**config.mk**
```make
export PLATFORM = sky130hd
export DESIGN_NAME = manch_word_tx
export DESIGN_NICKNAME = d
export VERILOG_FILES = /design/src/rtl/mwt_pkg.sv /design/src/rtl/mwt_tick.sv /design/src/rtl/mwt_seq.sv /design/src/rtl/mwt_shift.sv /design/src/rtl/mwt_line.sv /design/src/rtl/manch_word_tx.sv
export SDC_FILE = /design/constraint.sdc
export NUM_CORES = 1
export LEC_CHECK = 0
export BUFFER_PORTS_ARGS = -buffer_cell sky130_fd_sc_hd__buf_4
export CORE_ASPECT_RATIO = 1.5
export CORE_MARGIN = 4
export CORE_UTILIZATION = 25
export CTS_CLUSTER_SIZE = 14
export DETAILED_ROUTE_END_ITERATION = 8
export HOLD_SLACK_MARGIN = 0.12
export PLACE_DENSITY_LB_ADDON = 0.15
export SLEW_MARGIN = 20
export SYNTH_ARGS = -nofsm -noshare
export SYNTH_HDL_FRONTEND = slang
export SYNTH_SLANG_ARGS = --single-unit
```
**constraint.sdc**
```tcl
create_clock -name clk -period 2.6 [get_ports clk]
set_input_delay 0.52 -clock clk [delete_from_list [all_inputs] [get_ports clk]]
set_output_delay 0.52 -clock clk [all_outputs]
set_load 0.005 [all_outputs]
```
**src/rtl/mwt_pkg.sv**
```systemverilog
package mwt_pkg;

    // Line half-bits taken by the sync pattern and how many of them are high
    localparam int SYNC_HALVES      = 6;
    localparam int SYNC_HIGH_HALVES = 3;

    typedef enum logic {
        SYNC_DATA = 1'b0,
        SYNC_CMD  = 1'b1
    } sync_kind_e;

    // Manchester II: first half carries the bit, second half its complement
    function automatic logic mch_level(input logic bit_v, input logic second_half);
        return second_half ? ~bit_v : bit_v;
    endfunction

endpackage

```
**src/rtl/mwt_tick.sv**
```systemverilog
// Counts clocks inside one half-bit while a word is active
module mwt_tick #(
    parameter int HALF_TICKS = 25
) (
    input  logic clk,
    input  logic rst_n,
    input  logic run,
    output logic first_tick,
    output logic last_tick
);
    localparam int TICK_W = (HALF_TICKS > 1) ? $clog2(HALF_TICKS) : 1;
    localparam logic [TICK_W-1:0] TICK_LAST = TICK_W'(HALF_TICKS - 1);

    typedef struct packed {
        logic [TICK_W-1:0] cnt;
    } tick_t;

    tick_t s_d, s_q;

    assign first_tick = run && (s_q.cnt == '0);
    assign last_tick  = run && (s_q.cnt == TICK_LAST);

    always_comb begin
        s_d = s_q;
        if (!run || last_tick) begin
            s_d.cnt = '0;
        end else begin
            s_d.cnt = s_q.cnt + 1'b1;
        end
    end

    always_ff @(posedge clk or negedge rst_n) begin
        if (!rst_n) begin
            s_q <= '0;
        end else begin
            s_q <= s_d;
        end
    end
endmodule

```
**src/rtl/mwt_seq.sv**
```systemverilog
// Word sequencer: active flag, half-bit index, latched sync choice, strobes
module mwt_seq #(
    parameter int WORD_HALVES = 40,
    parameter int SYNC_HALVES = 6,
    parameter int HALF_W      = 6
) (
    input  logic              clk,
    input  logic              rst_n,
    input  logic              enc_en,
    input  logic              send_req,
    input  logic              sync_cmd,
    input  logic              first_tick,
    input  logic              last_tick,
    output logic              active,
    output logic [HALF_W-1:0] half_idx,
    output logic              sync_sel,
    output logic              start_stb,
    output logic              data_stb,
    output logic              end_stb
);
    import mwt_pkg::*;

    localparam logic [HALF_W-1:0] HALF_FIRST   = '0;
    localparam logic [HALF_W-1:0] HALF_CAPTURE = HALF_W'(SYNC_HALVES - 1);
    localparam logic [HALF_W-1:0] HALF_FINAL   = HALF_W'(WORD_HALVES - 1);

    typedef struct packed {
        logic              active;
        sync_kind_e        sync;
        logic [HALF_W-1:0] half;
    } seq_t;

    seq_t s_d, s_q;
    logic go;

    assign go = enc_en && send_req;

    always_comb begin
        s_d = s_q;
        if (!s_q.active) begin
            if (go) begin
                s_d.active = 1'b1;
                s_d.half   = HALF_FIRST;
                s_d.sync   = sync_kind_e'(sync_cmd);
            end
        end else if (!enc_en) begin
            // enable lost: drop the word at once
            s_d.active = 1'b0;
            s_d.half   = HALF_FIRST;
        end else if (last_tick) begin
            if (s_q.half == HALF_FINAL) begin
                s_d.half = HALF_FIRST;
                if (send_req) begin
                    s_d.sync = sync_kind_e'(sync_cmd);
                end else begin
                    s_d.active = 1'b0;
                end
            end else begin
                s_d.half = s_q.half + 1'b1;
            end
        end
    end

    always_ff @(posedge clk or negedge rst_n) begin
        if (!rst_n) begin
            s_q <= '{active: 1'b0, sync: SYNC_DATA, half: '0};
        end else begin
            s_q <= s_d;
        end
    end

    assign active    = s_q.active;
    assign half_idx  = s_q.half;
    assign sync_sel  = (s_q.sync == SYNC_CMD);
    assign start_stb = s_q.active && first_tick && (s_q.half == HALF_FIRST);
    assign data_stb  = s_q.active && last_tick && (s_q.half == HALF_CAPTURE);
    assign end_stb   = s_q.active && last_tick && (s_q.half == HALF_FINAL);
endmodule

```
**src/rtl/mwt_shift.sv**
```systemverilog
// Holds data plus parity; the most significant position is the bit on the line
module mwt_shift #(
    parameter int DATA_W = 16
) (
    input  logic              clk,
    input  logic              rst_n,
    input  logic              load,
    input  logic              shift,
    input  logic [DATA_W-1:0] data_in,
    output logic              cur_bit
);
    typedef struct packed {
        logic [DATA_W:0] sh;
    } shift_t;

    shift_t s_d, s_q;
    logic   par_odd;

    // parity bit that makes the total count of ones odd
    assign par_odd = ~(^data_in);

    always_comb begin
        s_d = s_q;
        if (load) begin
            s_d.sh = {data_in, par_odd};
        end else if (shift) begin
            s_d.sh = {s_q.sh[DATA_W-1:0], 1'b0};
        end
    end

    always_ff @(posedge clk or negedge rst_n) begin
        if (!rst_n) begin
            s_q <= '0;
        end else begin
            s_q <= s_d;
        end
    end

    assign cur_bit = s_q.sh[DATA_W];
endmodule

```
**src/rtl/mwt_line.sv**
```systemverilog
// Chooses the line level for the current half-bit
module mwt_line #(
    parameter int HALF_W = 6
) (
    input  logic              active,
    input  logic [HALF_W-1:0] half_idx,
    input  logic              sync_sel,
    input  logic              cur_bit,
    output logic              tx_pos,
    output logic              tx_neg
);
    import mwt_pkg::*;

    localparam logic [HALF_W-1:0] SYNC_END = HALF_W'(SYNC_HALVES);
    localparam logic [HALF_W-1:0] SYNC_MID = HALF_W'(SYNC_HIGH_HALVES);

    logic level;

    always_comb begin
        if (half_idx < SYNC_END) begin
            level = (half_idx < SYNC_MID) ? sync_sel : ~sync_sel;
        end else begin
            // the sync takes an even number of halves, so bit 0 gives the phase
            level = mch_level(cur_bit, half_idx[0]);
        end
    end

    assign tx_pos = active & level;
    assign tx_neg = active & ~level;
endmodule

```
**src/rtl/manch_word_tx.sv**
```systemverilog
module manch_word_tx #(
    parameter int DATA_W     = 16,
    parameter int HALF_TICKS = 25
) (
    input  logic              clk,
    input  logic              rst_n,
    input  logic              enc_en,
    input  logic              send_req,
    input  logic              sync_cmd,
    input  logic [DATA_W-1:0] data_in,
    output logic              tx_pos,
    output logic              tx_neg,
    output logic              start_stb,
    output logic              data_stb,
    output logic              end_stb
);
    import mwt_pkg::*;

    localparam int WORD_HALVES = SYNC_HALVES + 2 * (DATA_W + 1);
    localparam int HALF_W      = $clog2(WORD_HALVES);
    localparam logic [HALF_W-1:0] FIRST_BIT_HALF = HALF_W'(SYNC_HALVES);

    logic              word_active;
    logic [HALF_W-1:0] half_idx;
    logic              sync_sel;
    logic              first_tick;
    logic              last_tick;
    logic              cur_bit;
    logic              shift_now;

    mwt_tick #(.HALF_TICKS(HALF_TICKS)) i_tick (
        .clk        (clk),
        .rst_n      (rst_n),
        .run        (word_active),
        .first_tick (first_tick),
        .last_tick  (last_tick)
    );

    mwt_seq #(
        .WORD_HALVES (WORD_HALVES),
        .SYNC_HALVES (SYNC_HALVES),
        .HALF_W      (HALF_W)
    ) i_seq (
        .clk        (clk),
        .rst_n      (rst_n),
        .enc_en     (enc_en),
        .send_req   (send_req),
        .sync_cmd   (sync_cmd),
        .first_tick (first_tick),
        .last_tick  (last_tick),
        .active     (word_active),
        .half_idx   (half_idx),
        .sync_sel   (sync_sel),
        .start_stb  (start_stb),
        .data_stb   (data_stb),
        .end_stb    (end_stb)
    );

    // advance to the next bit at the end of each second half
    assign shift_now = last_tick && half_idx[0] && (half_idx > FIRST_BIT_HALF);

    mwt_shift #(.DATA_W(DATA_W)) i_shift (
        .clk     (clk),
        .rst_n   (rst_n),
        .load    (data_stb && enc_en),
        .shift   (shift_now),
        .data_in (data_in),
        .cur_bit (cur_bit)
    );

    mwt_line #(.HALF_W(HALF_W)) i_line (
        .active   (word_active),
        .half_idx (half_idx),
        .sync_sel (sync_sel),
        .cur_bit  (cur_bit),
        .tx_pos   (tx_pos),
        .tx_neg   (tx_neg)
    );
endmodule

```
==> impl_results.md, run 1 <==
* Clock transition at path regs at 0.07 ns
* Area growth, synth to finish at 19.6%
* Synthesized area per cell at 8.90 um^2
* Gate power share at 15.4%
* Synthesized flop and latch total at 30
* Worst Path Required at 2.70 ns
* DRT iter0 DRCs at 56
* Crit Reg-Reg Startpoint: i_seq.half_idx[0]$_DFFE_PN0P_
* DR WL/cell at 13.8 um
* Worst setup SP type: register
* Pre-CTS WS at 0.353 ns
* Core area at 0.00681 mm^2
* Arrival @ worst endpoint at 2.32 ns
* Pwr dens at 527 mW/mm^2
* Drt drc at 0
* Max Cap Viol at 0
* Root buffer cell: clkbuf_8
* Worst R2R Setup Slack at 0.37 ns
* Antenna fix cells at 0
* Clock latency on the worst-skew pair at 0.28 ns
* Worst slew margin at 32.7%
* Peak VDD IR at 0.238 mV
* CP cell instances: inv_1 -> ha_1 -> nand3b_1 -> a21oi_1 -> nand3_1 -> nand2_1 -> a31oi_1
* Post-synth top area cell: dfrtp_1
* NumNets Final at 247
* Rows at 37
* Cts repair resizes at 0
* Sink Count at 30
* TritonRoute pass-1 iters at 6
* Initial antenna violation count at 0
* Largest net degree at the start of global routing at 34
* Kind of end point of the critical path: register
* Max Fclk at 449 MHz
* Antenna Nets Post-Route at 0
* P_leak at 0.913 nW
* RSZ-0062 raised after global routing: false
* Distinct cells, synth at 35
* Max incr delay on CP at 0.53 ns
* Die extent in x at 76.2 um
* Outcome: complete, no violations
* Final setup viols at 0
* Worst Path Buf+Inv at 1
* Die area at 0.00840 mm^2
* Initial Utilization at 25.6%
* Setup bufs post-CTS at 0
* Commonest non-fill, non-tap cell in the layout: nand2_1
* Flop pwr share at 44.7%
* Htree depth at 2
* Switch share at 24.5%
* Internal at 0.000830 W
* Grt ovf at 0
* WL final at 4.13 mm
* TritonCTS clock tree: yes
* Top delay family on crit path: simple AND/OR/NAND/NOR gates
* Sequential fraction of the synthesis area at 43.0%
* P_sw at 0.000269 W
* CTS Hold Bufs at 0
* I/O Buffers at 25
* PnR worst setup slack at 0.373 ns
* Pins Over Slew Limit at 0
* Die height at 110 um
* Synthesized Nets at 223
* WHS at 0.168 ns
* R2R depth at 7
* Clock period minus worst slack at 2.23 ns
* Worst Max-Slew Pin Slew at 1.01 ns
* GP Congestion at 0.760
* Synth Instances at 196
* Most frequent cells in the layout: nand2_1 (38), nor2_1 (30), dfrtp_1 (30), buf_4 (27), xnor2_1 (19)
* Synth area leaders: dfrtp_1 (43%), xnor2_1 (9.5%), nand2_1 (8.2%), nor2_1 (6.5%), a31oi_1 (6.1%)
* CTS Buffer Depth at 2
* Final Hold Viols at 0
* Fin crit share at 85.7%
* Reg2reg end: i_shift.s_q[8]$_DFFE_PN0P_
* Global-route wire length before repair at 7.11 mm
* Hpwl dp at 3.19 mm
* I/O pin cnt at 26
* Worst clock skew at 0.00484 ns
* Slowest stage cell, crit path: nand3_1
* Clock power share at 40.0%
* Hold crit path type: input port to async pin
* Synth top area share at 43.0%
* Vias/cell at 4.68
* Max Fanout on Critical Path at 16
* Synth warn at 0
* Vias in the first global route at 1476
* Critical path class: register to register
* CTS Buf Count at 5
* Synthesized area at 0.00174 mm^2
* Vias at 1400
* Total track usage at 10.8%
* Setup TNS at 0 ns
* Layout cell share with drive strength beyond 1 at 17.6%
sequential cells by signal (all words and copies together) (netlist names):
signal and cells:
i_shift.s_q 17, i_seq.active 1, i_tick.s_q 5, i_seq.half_idx 6, i_seq.sync_sel 1
kinds of logic after synthesis:
family	count (synthesis)	synth area share (%)
buffers and inverters	14	4.81
xor gates and xnor gates	25	12.6
muxes	1	0.646
DFF	30	43.0
AOI/OAI and AO/OA	29	10.8
adders and majority gates	6	4.30
and+or+nand+nor	91	23.8
Yosys cell counts:
master,number
nand2_1,38
dfrtp_1,30
nor2_1,30
xnor2_1,19
a31oi_1,17
ha_1,6
xor2_1,6
nand3_1,5
inv_1,4
nand4_1,4
a21oi_1,3
buf_2,3
buf_6,3
a32o_1,2
and3_1,2
clkbuf_1,2
nor2b_1,2
o21a_1,2
o21ai_0,2
and2_1,1
and2b_1,1
and4b_2,1
buf_4,1
clkbuf_2,1
mux2_2,1
nand2_2,1
nand2b_1,1
nand3b_1,1
nand4b_1,1
nor3_4,1
nor4b_1,1
o21ai_1,1
o221ai_1,1
o2bb2ai_1,1
or2_1,1
stage by stage:
stage               total power, W  utilization (%)  std cells  cell area, um^2
floorplan                 0.000597                -        196             1740
global placement          0.000673             29.0        291             1980
detailed placement        0.000674             29.0        291             1980
CTS                        0.00112             30.6        299             2090
global route               0.00116             30.6        299             2090
finish                     0.00110             30.6        299             2090
power groups by stage:
stage / Sequential [W] / Combinational [W] / Clock, W
floorplan: 0.000496 / 0.000101 / 0
global placement: 0.000500 / 0.000174 / 0
detailed placement: 0.000500 / 0.000174 / 0
CTS: 0.000491 / 0.000175 / 0.000455
global route: 0.000492 / 0.000189 / 0.000483
finish: 0.000491 / 0.000169 / 0.000439
cell type report:
| type | instances | area, um^2 |
|---|---|---|
| repair buffers | 27 | 203 |
| well taps | 78 | 97.6 |
| flip-flops and latches | 30 | 751 |
| multi-input cells | 152 | 910 |
| fillers | 725 | 4720 |
| clock buffers | 8 | 110 |
| inverters | 4 | 15.0 |
per-layer routing:
layer | wire length [um] | GRT usage, % | up-vias | part of all wire, %
met3 | 232 | 3.90 | 2 | 5.6
li1 | - | - | 702 | -
met2 | 2220 | 19.7 | 32 | 54
met5 | 0 | 0 | - | 0
met4 | 34 | 3.75 | 0 | 0.82
met1 | 1640 | 11.3 | 664 | 40
worst max path at each step:
stage                                       start                           to  cells after the start
floorplan           i_seq.half_idx[0]$_DFFE_PN0P_  i_shift.s_q[10]$_DFFE_PN0P_                      9
global placement    i_seq.half_idx[0]$_DFFE_PN0P_  i_shift.s_q[16]$_DFFE_PN0P_                      7
detailed placement  i_seq.half_idx[0]$_DFFE_PN0P_   i_shift.s_q[7]$_DFFE_PN0P_                      7
CTS                 i_seq.half_idx[0]$_DFFE_PN0P_   i_shift.s_q[8]$_DFFE_PN0P_                      7
global route              i_tick.s_q[0]$_DFF_PN0_  i_shift.s_q[16]$_DFFE_PN0P_                      7
finish              i_seq.half_idx[0]$_DFFE_PN0P_   i_shift.s_q[8]$_DFFE_PN0P_                      7
No activity file was read; power rests on OpenSTA's default activity.
==> run 2: changes to the inputs <==
Settings changed: CELL_PAD_IN_SITES_DETAIL_PLACEMENT set to 1, CELL_PAD_IN_SITES_GLOBAL_PLACEMENT set to 1, PLACE_DENSITY set to 0.59, PLACE_DENSITY_LB_ADDON 0.15 to unset.
==> run 2 against run 1 <==
Global-route usage is 0.24 points higher. Clock power is 18% lower. Sequential power hardly changed. Core utilization is 0.50 points lower. Highest routed layer unchanged.
==> impl_results.md, run 2 (synthesis results as in run 1) <==
* Vias at 1419 (+1.4%)
* Final Hold Viols at 0 (unchanged)
* Die area at 0.00840 mm^2 (unchanged)
* Max reg flops at 17 (unchanged)
* Root buffer cell: clkbuf_8
* Worst clock skew at 0.00832 ns (+0.00347 ns)
* Die extent in x at 76.2 um (unchanged)
* RSZ-0062 raised after global routing: false
* Max Fclk at 453 MHz (+0.97%)
* GP Congestion at 0.720 (-5.2%)
* Die height at 110 um (unchanged)
* Worst Max-Slew Pin Slew at 0.575 ns (-0.434 ns)
* I/O pin cnt at 26 (unchanged)
* Outcome: complete, no violations
* Worst slew margin at 61.6% (+29 points)
* Setup bufs post-CTS at 0 (unchanged)
* Pins Over Slew Limit at 0 (unchanged)
* Hold crit path type: input port to async pin
* P_leak at 0.894 nW (-2.2%)
* # fillers at 791 (+9.1%)
* WL final at 4.21 mm (+1.9%)
* TritonCTS clock tree: yes
* Peak VDD IR at 0.194 mV (-18%)
* Critical path class: register to output pin
* Commonest non-fill, non-tap cell in the layout: nand2_1
* Total track usage at 11.0% (+0.24 points)
* Htree depth at 2 (unchanged)
* Arrival @ worst endpoint at 1.69 ns (-0.63 ns)
* Initial antenna violation count at 0 (unchanged)
* DRT iter0 DRCs at 81 (+45%)
* I/O Buffers at 25 (unchanged)
* Worst setup SP type: register
* Worst Path Required at 2.08 ns (-0.62 ns)
* Final setup viols at 0 (unchanged)
* Clock period minus worst slack at 2.21 ns (-0.0214 ns)
* Max Fanout on Critical Path at 6 (-10)
* WHS at 0.164 ns (-0.00465 ns)
* Grt ovf at 0 (unchanged)
* Clock transition at path regs at 0.07 ns (about the same)
* DR WL/cell at 14.1 um (+2.2%)
* Initial Utilization at 25.6% (unchanged)
* Pwr dens at 494 mW/mm^2 (-6.3%)
* CTS Buffer Depth at 2 (unchanged)
* Area growth, synth to finish at 17.6%
* Clock latency on the worst-skew pair at 0.28 ns (about the same)
* CTS Hold Bufs at 0 (unchanged)
* Cts repair resizes at 0 (unchanged)
* Max Cap Viol at 0 (unchanged)
* Biggest register: i_shift.s_q
* Most frequent cells in the layout: nand2_1 (38), nor2_1 (30), dfrtp_1 (30), buf_4 (27), xnor2_1 (19)
* TritonRoute pass-1 iters at 3 (-3)
* CTS Buf Count at 5 (unchanged)
* Core area at 0.00681 mm^2 (unchanged)
* Sink Count at 30 (unchanged)
* Kind of end point of the critical path: output pin
* Rows at 37 (unchanged)
* Drt drc at 0 (unchanged)
* Global-route wire length before repair at 7.36 mm (+3.5%)
* Hpwl dp at 3.12 mm (-2.1%)
* Antenna Nets Post-Route at 0 (unchanged)
* Largest net degree at the start of global routing at 34 (unchanged)
* Antenna fix cells at 0 (unchanged)
* Vias/cell at 4.76 (+1.7%)
* Fin crit share at 84.8% (-0.82 points)
* Layout cell share with drive strength beyond 1 at 16.8% (-0.83 points)
* Vias in the first global route at 1607 (+8.9%)
* NumNets Final at 247 (unchanged)
* Setup TNS at 0 ns (unchanged)
[run 2: cell count changes in the layout (fill, tap and decap cells not counted), sizes merged]
| cell | change |
|---|---|
| clkbuf | -1 |
[run 2: stage by stage]
| step | setup WS [ns] | power [W] | util, % | instances | area (um^2) |
|---|---|---|---|---|---|
| final | 0.394 | 0.00101 | 30.2 | 298 | 2050 |
| after global routing | 0.281 | 0.00108 | 30.2 | 298 | 2050 |
| after CTS | 0.348 | 0.00104 | 30.2 | 298 | 2050 |
| after detailed placement | 0.367 | 0.000669 | 29.0 | 291 | 1980 |
| after global placement | 0.392 | 0.000668 | 29.0 | 291 | 1980 |
| after floorplan | 0.868 | 0.000597 | - | 196 | 1740 |
[run 2: power breakdown]
group	total, W	internal, W	switching [W]
registers	0.000494	0.000477	0.0000175
logic	0.000161	0.0000837	0.0000768
clock network	0.000359	0.000184	0.000174
total	0.00101	0.000745	0.000269
[run 2: path summary, 6_finish.rpt]
| kind | from | to | slack (ns) | cells past startpoint |
|---|---|---|---|---|
| max | i_seq.half_idx[0]$_DFFE_PN0P_ | tx_pos | 0.39 | 5 |
| min in group clk | sync_cmd | i_seq.sync_sel$_DFFE_PN0P_ | 0.47 | 2 |
| max in group asynchronous | rst_n | i_seq.half_idx[2]$_DFFE_PN0P_ | 2.14 | 1 |
| max reg2reg | i_tick.s_q[0]$_DFF_PN0_ | i_shift.s_q[10]$_DFFE_PN0P_ | 0.62 | 7 |
| min | rst_n | i_shift.s_q[8]$_DFFE_PN0P_ | 0.16 | 1 |
| min reg2reg | i_tick.s_q[0]$_DFF_PN0_ | i_tick.s_q[0]$_DFF_PN0_ | 0.49 | 1 |
[run 2: area by class of cell]
class,instances,area [um^2],share of cell area (%)
multi-input cells,152,910,44.3
flip-flops and latches,30,751,36.6
repair buffers,27,203,9.88
well taps,78,97.6,4.76
clock buffers,7,76.3,3.72
inverters,4,15.0,0.732
[run 2: metal layers]
layer	wire length, um	vias up	share of wire (%)	GRT usage (%)
li1	-	704	-	-
met1	1700	687	40	11.3
met2	2210	23	52	20.3
met3	210	5	5.0	3.50
met4	87	0	2.1	5.25
met5	0	-	0	0
[run 2: worst max-delay path, stage by stage, from the launching register on]
cell	delay, ns
dfrtp_1	0.47
ha_1	0.30
xnor2_1	0.19
o221ai_1	0.14
and2_1	0.18
buf_4	0.13
==> run 3: changes to the inputs <==
Clock period 2.6 ns to 2.2 ns, I/O delays scaled along.
==> run 3 against run 2 <==
Critical path depth unchanged. Sequential share of layout area decreased by 1.0 points. Die area unchanged. First-iteration DRC count decreased by 35%. Largest power group unchanged. Sequential cell count unchanged. Clock skew decreased by 0.0033 ns.
==> impl_results.md, run 3 (synthesis results as in run 1) <==
* Fin crit share at 94.7%
* Vias at 1471 (+3.7%)
* Hpwl dp at 3.23 mm (+3.6%)
* Pwr dens at 571 mW/mm^2 (+16%)
* Biggest register: i_shift.s_q
* Core area at 0.00681 mm^2 (unchanged)
* Max Fclk at 480 MHz
* Clock transition at path regs at 0.06 ns (about the same)
* Final Hold Viols at 0 (unchanged)
* Pins Over Slew Limit at 0 (unchanged)
* Drt drc at 0 (unchanged)
* Htree depth at 2 (unchanged)
* Critical path class: register to output pin
* Vias/cell at 4.84 (+1.6%)
* Total track usage at 11.2% (+0.23 points)
* Vias in the first global route at 1639 (+2.0%)
* Peak VDD IR at 0.255 mV (+31%)
* CTS Buffer Depth at 2 (unchanged)
* DRT iter0 DRCs at 53 (-35%)
* Arrival @ worst endpoint at 1.64 ns (-0.05 ns)
* Final setup viols at 0 (unchanged)
* WL final at 4.29 mm (+1.9%)
* Commonest non-fill, non-tap cell in the layout: nand2_1
* Slowest stage cell, crit path: dfrtp_1
* Sequential Area at 753 um^2 (+0.33%)
* Initial antenna violation count at 0 (unchanged)
* P_leak at 0.927 nW (+3.7%)
* TritonRoute pass-1 iters at 4 (+1)
* TritonCTS clock tree: yes
* Antenna Nets Post-Route at 0 (unchanged)
* Initial Utilization at 25.6% (unchanged)
* NumNets Final at 254 (+2.8%)
* RSZ-0062 raised after global routing: false
* Worst Path Required at 1.76 ns (-0.32 ns)
* Worst setup SP type: register
* Worst Max-Slew Pin Slew at 0.449 ns (-0.126 ns)
* Hold crit path type: input port to register
* Global-route wire length before repair at 7.62 mm (+3.6%)
* Area growth, synth to finish at 21.4%
* Sink Count at 30 (unchanged)
* Pre-CTS WS at 0.278 ns (-0.0883 ns)
* R2R depth at 8 (+1)
* Max Cap Viol at 0 (unchanged)
* Max Fanout on Critical Path at 5 (-1)
* Outcome: complete, no violations
* Die height at 110 um (unchanged)
* Grt ovf at 0 (unchanged)
* # fillers at 812 (+2.7%)
* Hold path depth at 2
* Largest net degree at the start of global routing at 34 (unchanged)
* Worst clock skew at 0.00504 ns (-0.00327 ns)
* Most frequent cells in the layout: nand2_1 (38), buf_4 (33), nor2_1 (29), dfrtp_1 (28), xnor2_1 (19)
* PnR worst setup slack at 0.116 ns (-0.278 ns)
* Layout cell share with drive strength beyond 1 at 20.4% (+3.5 points)
* Die extent in x at 76.2 um (unchanged)
* CTS Buf Count at 5 (unchanged)
* DR WL/cell at 14.1 um (about the same)
* Clock latency on the worst-skew pair at 0.27 ns (about the same)
* Max incr delay on CP at 0.45 ns (-0.02 ns)
* Root buffer cell: clkbuf_8
* Clock period minus worst slack at 2.08 ns
* I/O Buffers at 25 (unchanged)
* Placed cell area at 0.00198 mm^2 (+0.38%)
* Kind of end point of the critical path: output pin
* Final Cell Area at 0.00212 mm^2 (+3.2%)
* I/O pin cnt at 26 (unchanged)
* Placed Cells at 292 (+0.34%)
* Multi-input gate area at 912 um^2 (+0.28%)
* Rows at 37 (unchanged)
* Setup TNS at 0 ns (unchanged)
* Antenna fix cells at 0 (unchanged)
* GP Congestion at 0.758 (+5.3%)
* Die area at 0.00840 mm^2 (unchanged)
* Worst slew margin at 69.9% (+8.3 points)
* CP cell instances: nor3_4 -> nand2b_1 -> o221ai_1 -> and2_1 -> buf_4
* Finished Layout Cells at 304 (+2.0%)
* Max reg flops at 17 (unchanged)
run 3: area by class of cell:
class                      count  share of cell area, %
tap                           78                   4.61
multi-input combinational    152                   43.1
inverter                       4                  0.709
timing repair buffer          34                   12.2
clock buffer                   6                   3.90
sequential                    30                   35.6
run 3: per-layer routing:
layer	up-vias	part of all wire [%]	track usage (%)	wire length, um
met4	0	1.2	3.38	52
li1	717	-	-	-
met2	23	54	21.4	2310
met1	726	41	12.1	1760
met5	-	0	0	0
met3	5	4.0	3.01	172
run 3: path summary, 6_finish.rpt:
check / slack (ns) / startpoint / end
min in group asynchronous: 0.64 / rst_n / i_shift.s_q[8]$_DFFE_PN0P_
hold reg to reg: 0.50 / i_tick.s_q[0]$_DFF_PN0_ / i_tick.s_q[0]$_DFF_PN0_
setup reg to reg: 0.33 / i_tick.s_q[0]$_DFF_PN0_ / i_shift.s_q[11]$_DFFE_PN0P_
setup / recovery: 0.12 / i_seq.half_idx[3]$_DFFE_PN0P_ / tx_pos
max in group asynchronous: 1.23 / rst_n / i_seq.half_idx[0]$_DFFE_PN0P_
hold / removal: 0.40 / send_req / i_seq.active$_DFF_PN0_
run 3: per-stage QoR:
| stage | hold WS [ns] | util (%) | total power [W] |
|---|---|---|---|
| floorplan | 0.144 | - | 0.000706 |
| global placement | 0.409 | 29.1 | 0.000790 |
| detailed placement | 0.407 | 29.1 | 0.000795 |
| CTS | 0.390 | 30.5 | 0.00125 |
| global route | 0.397 | 31.1 | 0.00129 |
| finish | 0.400 | 31.1 | 0.00121 |
run 3: power by group:
group | switching [W] | total (W) | internal (W)
clock | 0.000191 | 0.000432 | 0.000241
sequential | 0.0000205 | 0.000585 | 0.000565
combinational | 0.0000928 | 0.000193 | 0.000101
total | 0.000304 | 0.00121 | 0.000906
run 3: critical path: cells and delay by family, from the launching register on:
kind	cells	cell delay (ns)
DFF	1	0.45
and+or+nand+nor	3	0.60
AOI/OAI and AO/OA	1	0.22
buffers and inverters	1	0.10
run 3: what timing repair did:
item | 4_1_cts | 5_1_grt
hold buffers | 1 | 0
buffers inserted | 0 | 5
hold endpoints to repair | 24 | 0
endpoints found under the setup margin | 1 | 3
pin swaps | 1 | 1
resized for setup | 0 | 3
